[src/rtl/cfgu_pkg.sv]
package cfgu_pkg;
  localparam int BYTE_W = 8;

  typedef enum logic [2:0] {
    ST_IDLE = 3'd0,
    ST_K1   = 3'd1,
    ST_K2   = 3'd2,
    ST_K3   = 3'd3,
    ST_OPEN = 3'd4
  } cfgu_state_e;

  localparam logic [BYTE_W-1:0] SEQ_B0   = 8'h87;
  localparam logic [BYTE_W-1:0] SEQ_B1   = 8'h01;
  localparam logic [BYTE_W-1:0] SEQ_B2   = 8'h55;
  localparam logic [BYTE_W-1:0] KEY_PRI  = 8'h55;
  localparam logic [BYTE_W-1:0] KEY_ALT  = 8'hAA;
  localparam logic [BYTE_W-1:0] CTRL_IDX = 8'h02;
  localparam logic [BYTE_W-1:0] EXIT_VAL = 8'h02;
  localparam int BASE_PRI = 'h2E;
  localparam int BASE_ALT = 'h4E;

  function automatic logic [BYTE_W-1:0] next_byte(cfgu_state_e st,
                                                  logic [BYTE_W-1:0] key);
    case (st)
      ST_IDLE: next_byte = SEQ_B0;
      ST_K1:   next_byte = SEQ_B1;
      ST_K2:   next_byte = SEQ_B2;
      default: next_byte = key;
    endcase
  endfunction
endpackage

[src/rtl/cfgu_port_decode.sv]
module cfgu_port_decode
  import cfgu_pkg::*;
#(
  parameter int ADDR_W   = 16,
  parameter bit ALT_BASE = 1'b0
) (
  input  logic              valid,
  input  logic [ADDR_W-1:0] addr,
  output logic              idx_wr,
  output logic              dat_wr,
  output logic [BYTE_W-1:0] key
);
  localparam int BASE_SEL = ALT_BASE ? BASE_ALT : BASE_PRI;
  localparam logic [ADDR_W-1:0] IDX_ADDR = ADDR_W'(BASE_SEL);
  localparam logic [ADDR_W-1:0] DAT_ADDR = ADDR_W'(BASE_SEL + 1);

  generate
    if (ALT_BASE) begin : g_alt
      assign key = KEY_ALT;
    end else begin : g_pri
      assign key = KEY_PRI;
    end
  endgenerate

  assign idx_wr = valid && (addr == IDX_ADDR);
  assign dat_wr = valid && (addr == DAT_ADDR);
endmodule

[src/rtl/cfgu_seq_fsm.sv]
module cfgu_seq_fsm
  import cfgu_pkg::*;
(
  input  logic              clk,
  input  logic              rst,
  input  logic              idx_wr,
  input  logic              dat_wr,
  input  logic [BYTE_W-1:0] wdata,
  input  logic [BYTE_W-1:0] key,
  output logic              open,
  output logic              abandon
);
  cfgu_state_e state_q, state_d;
  logic        ctrl_sel_q, ctrl_sel_d;
  logic [BYTE_W-1:0] want;

  assign want = next_byte(state_q, key);

  always_comb begin
    state_d    = state_q;
    ctrl_sel_d = ctrl_sel_q;
    abandon    = 1'b0;
    if (state_q == ST_OPEN) begin
      if (idx_wr) begin
        ctrl_sel_d = (wdata == CTRL_IDX);
      end else if (dat_wr && ctrl_sel_q && wdata == EXIT_VAL) begin
        state_d    = ST_IDLE;
        ctrl_sel_d = 1'b0;
      end
    end else if (idx_wr) begin
      if (wdata == want) begin
        case (state_q)
          ST_IDLE: state_d = ST_K1;
          ST_K1:   state_d = ST_K2;
          ST_K2:   state_d = ST_K3;
          default: state_d = ST_OPEN;
        endcase
        ctrl_sel_d = 1'b0;
      end else begin
        abandon = (state_q != ST_IDLE);
        state_d = (wdata == SEQ_B0) ? ST_K1 : ST_IDLE;
      end
    end
  end

  always_ff @(posedge clk) begin
    if (rst) begin
      state_q    <= ST_IDLE;
      ctrl_sel_q <= 1'b0;
    end else begin
      state_q    <= state_d;
      ctrl_sel_q <= ctrl_sel_d;
    end
  end

  assign open = (state_q == ST_OPEN);
endmodule

[src/rtl/cfgu_sticky_flag.sv]
module cfgu_sticky_flag (
  input  logic clk,
  input  logic rst,
  input  logic set,
  input  logic clr,
  output logic flag
);
  always_ff @(posedge clk) begin
    if (rst)       flag <= 1'b0;
    else if (set)  flag <= 1'b1;
    else if (clr)  flag <= 1'b0;
  end
endmodule

[src/rtl/cfgu_unlock.sv]
module cfgu_unlock
  import cfgu_pkg::*;
#(
  parameter int ADDR_W   = 16,
  parameter bit ALT_BASE = 1'b0
) (
  input  logic              clk,
  input  logic              rst,
  input  logic              io_wr_valid,
  input  logic [ADDR_W-1:0] io_addr,
  input  logic [7:0]        io_wdata,
  input  logic              flag_rd,
  output logic              cfg_active,
  output logic              mismatch_flag
);
  logic idx_wr, dat_wr, abandon;
  logic [BYTE_W-1:0] key;

  cfgu_port_decode #(.ADDR_W(ADDR_W), .ALT_BASE(ALT_BASE)) u_dec (
    .valid(io_wr_valid), .addr(io_addr),
    .idx_wr(idx_wr), .dat_wr(dat_wr), .key(key)
  );

  cfgu_seq_fsm u_fsm (
    .clk(clk), .rst(rst), .idx_wr(idx_wr), .dat_wr(dat_wr),
    .wdata(io_wdata), .key(key), .open(cfg_active), .abandon(abandon)
  );

  cfgu_sticky_flag u_flag (
    .clk(clk), .rst(rst), .set(abandon), .clr(flag_rd), .flag(mismatch_flag)
  );
endmodule

[config.mk]
export PLATFORM = sky130hd
export DESIGN_NAME = cfgu_unlock
export DESIGN_NICKNAME = d
export VERILOG_FILES = /design/src/rtl/cfgu_pkg.sv /design/src/rtl/cfgu_port_decode.sv /design/src/rtl/cfgu_seq_fsm.sv /design/src/rtl/cfgu_sticky_flag.sv /design/src/rtl/cfgu_unlock.sv
export SDC_FILE = /design/constraint.sdc
export NUM_CORES = 1
export LEC_CHECK = 0
export BUFFER_PORTS_ARGS = -buffer_cell sky130_fd_sc_hd__buf_4
export CORE_AREA = 2 2 39 41
export CTS_CLUSTER_SIZE = 14
export DETAILED_ROUTE_END_ITERATION = 12
export DIE_AREA = 0 0 41 43
export GPL_TIMING_DRIVEN = 0
export PLACE_DENSITY = 0.69
export SYNTH_ARGS = -nofsm -noshare
export SYNTH_HDL_FRONTEND = slang
export SYNTH_SLANG_ARGS = --single-unit
export TNS_END_PERCENT = 1
[constraint.sdc]
create_clock -name clk -period 4 [get_ports clk]
set_clock_uncertainty 0.1 [all_clocks]
set_input_delay 0.4 -clock clk [delete_from_list [all_inputs] [get_ports clk]]
set_output_delay 0.4 -clock clk [all_outputs]
set_load 0.01 [all_outputs]
==> summary.txt <==
Die
  • Starting Density: 0.342
  • FP Rows: 14
  • IO Count: 30
  • Core Region: 1380 um2
  • Die area: 1760 um2
  • Die X: 41 um
  • Die H: 43 um

Setup path
  • WP data required: 4070 ps
  • Startpoint types: primary input
  • Crit Path Category: in -> reg
  • Critical Path AT: 2340 ps
  • Crit end category: register
  • Crit Path Max Fanout: 4

Synth
  • Area contributors post-synth: dfxtp_1 (21%), nor3_1 (6.3%), nor3b_2 (5.3%)
  • Netlist Area Pre-Place: 473 um2
  • Synth Instances: 61
  • Ys Warns: 0
  • Yosys reg bits: 5
  • Yosys top cell by area: dfxtp_1
  • Sequential fraction of the synthesis area: 0.212
  • Number of synthesized flops with an enable pin: 0
  • Synth Flop Type: dfxtp_1
  • Count leader, synth: nor3_1
  • Post-Syn Area per Cell: 7.75 um2
  • Post-synth top cells: nor3_1 (6), dfxtp_1 (5), nand2_1 (4)
  • Synthesized Nets: 90
  • Synth cell types: 29
  • Yosys top cell area share: 0.212
  • Ys async rst share: 0

Routing
  • Via count: 600
  • Starting DRT DRC Count: 6
  • WL/cell: 12.1 um
  • Drt first pass iters: 2
  • DRC: 0
  • DRT antenna net count: 0
  • Total routed wirelength: 1.33 mm
  • Via/cell ratio: 5.45

STA
  • RSZ-0062 raised after global routing: no
  • Slew headroom: 0.723
  • Count of final setup violators: 0
  • Final Hold Vio Count: 0
  • Final Cycle Share: 0.568
  • Least-Margin Pin Slew: 415 ps
  • Slew Limit Fails: 0
  • Minimum clock period: 2270 ps
  • Setup TNS: 0 ps
  • Maximum clock rate: 0.440 GHz

GRT
  • Vias in the first global route: 542
  • Grt ovf: 0
  • Initial antenna violation count: 0
  • First-pass GRT wire length: 2.08 mm
  • Largest net degree at the start of global routing: 9
  • GRT Util Overall: 0.173

Power and ir drop
  • Total chip power: 0.000138 W
  • Pwr Density: 188 nW/um2
  • Pleak: 0.298 nW
  • Peak supply drop: 124 uV

Final layout
  • Final core occ: 0.533
  • Final non-filler cell total: 110
  • Layout cells sized above 1: 0.372
  • Layout area overhead: 55.8%
  • Nets: 124
  • ANT cells: 0

Placed design
  • Hpwl dp: 1.11 mm
  • Placed Cells: 106
  • # port buffers: 29
  • Routability cong.: 0.767

Clocking
  • Post-CTS Setup Inserts: 0
  • # hold bufs at CTS: 0
  • Total CTS buffers: 3
  • Clock buffer depth: 2
  • Post-cts sizing count: 0
  • Worst-skew pair later-pin latency: 240 ps
  • Root Driver: clkbuf_4
  • H-tree depth: 1
  • Clock transition at the registers of the reported paths: 40 ps
  • CTS Sinks: 5
  • TritonCTS clock tree: done

Run status
  • Status: finished, final reports clean

Worst hold path
  • Worst hold path type: in -> reg

Flow run
  • MaxCap Viol Count: 0
[sequential cells by signal (all words and copies together), names as in the netlist]
register	count
u_fsm.ctrl_sel_q	1
u_fsm.state_q	3
u_flag.flag	1
[cell type report]
type	count	area, um2
fillers	153	647
repair buffers	29	218
well taps	16	20.0
clock buffers	4	26.3
inverters	3	11.3
flip-flops and latches	5	100
multi-input cells	53	362
[cells by family (layout without fill, tap and decap cells)]
group | after synthesis | after routing | share of synthesized area
adders and majority gates | 1 | 1 | 0.0265
DFF | 5 | 5 | 0.212
muxes | 2 | 2 | 0.0423
buffers and inverters | 3 | 36 | 0.0238
and+or+nand+nor | 38 | 38 | 0.526
AOI/OAI and AO/OA | 12 | 12 | 0.169
[critical path, stage by stage]
cell,delay (ps)
buf_4,110
nor4_1,290
nand4_1,210
nor3_1,290
inv_1,80
ha_1,280
nor3b_1,370
nand4_1,150
a31oi_1,170
[cells in the final DEF, fill, tap and decap left out, drive strengths merged, types with 2 or more instances in the layout]
master and count:
clkbuf 4, nand3 3, buf 29, nand4 3, a31oi 2, nor3b 5
nor4 2, nand2b 3, a21oi 3, and4b 2, nor2 3, o21ai 3
inv 3, mux2i 2, dfxtp 5, nand2 4, nor3 6
[stage by stage]
step           setup slack (ps)  instance area [um2]  hold slack, ps
6_report                   1730                  737             272
2_1_floorplan              1930                  473             336
3_3_place_gp               1460                  711             356
3_5_place_dp               1440                  711             363
5_1_grt                    1510                  737             280
4_1_cts                    1680                  737             262
[worst paths after layout]
check | startpoint | end | slack, ps | cells past startpoint
worst max-delay path | io_addr[6] | u_fsm.state_q[2] | 1730 | 9
worst min-delay path | rst | u_fsm.state_q[1] | 270 | 2
worst max register to register | u_fsm.state_q[0] | u_fsm.state_q[2] | 2200 | 6
worst min register to register | u_fsm.ctrl_sel_q | u_fsm.ctrl_sel_q | 370 | 2
[where the power goes]
group          internal [W]         switching, W
clock             0.0000377            0.0000201
combinational     0.0000208           0.00000974
sequential        0.0000501  0.00000000000000713
[metal layers]
layer | global-route usage | routed length (um) | vias to the layer above
met5 | 0 | 0 | -
met2 | 0.313 | 711 | 14
met3 | 0.0785 | 66 | 0
met1 | 0.163 | 548 | 277
li1 | - | - | 309
met4 | 0.0400 | 0 | 0
Power figures use the tool's default switching activity.
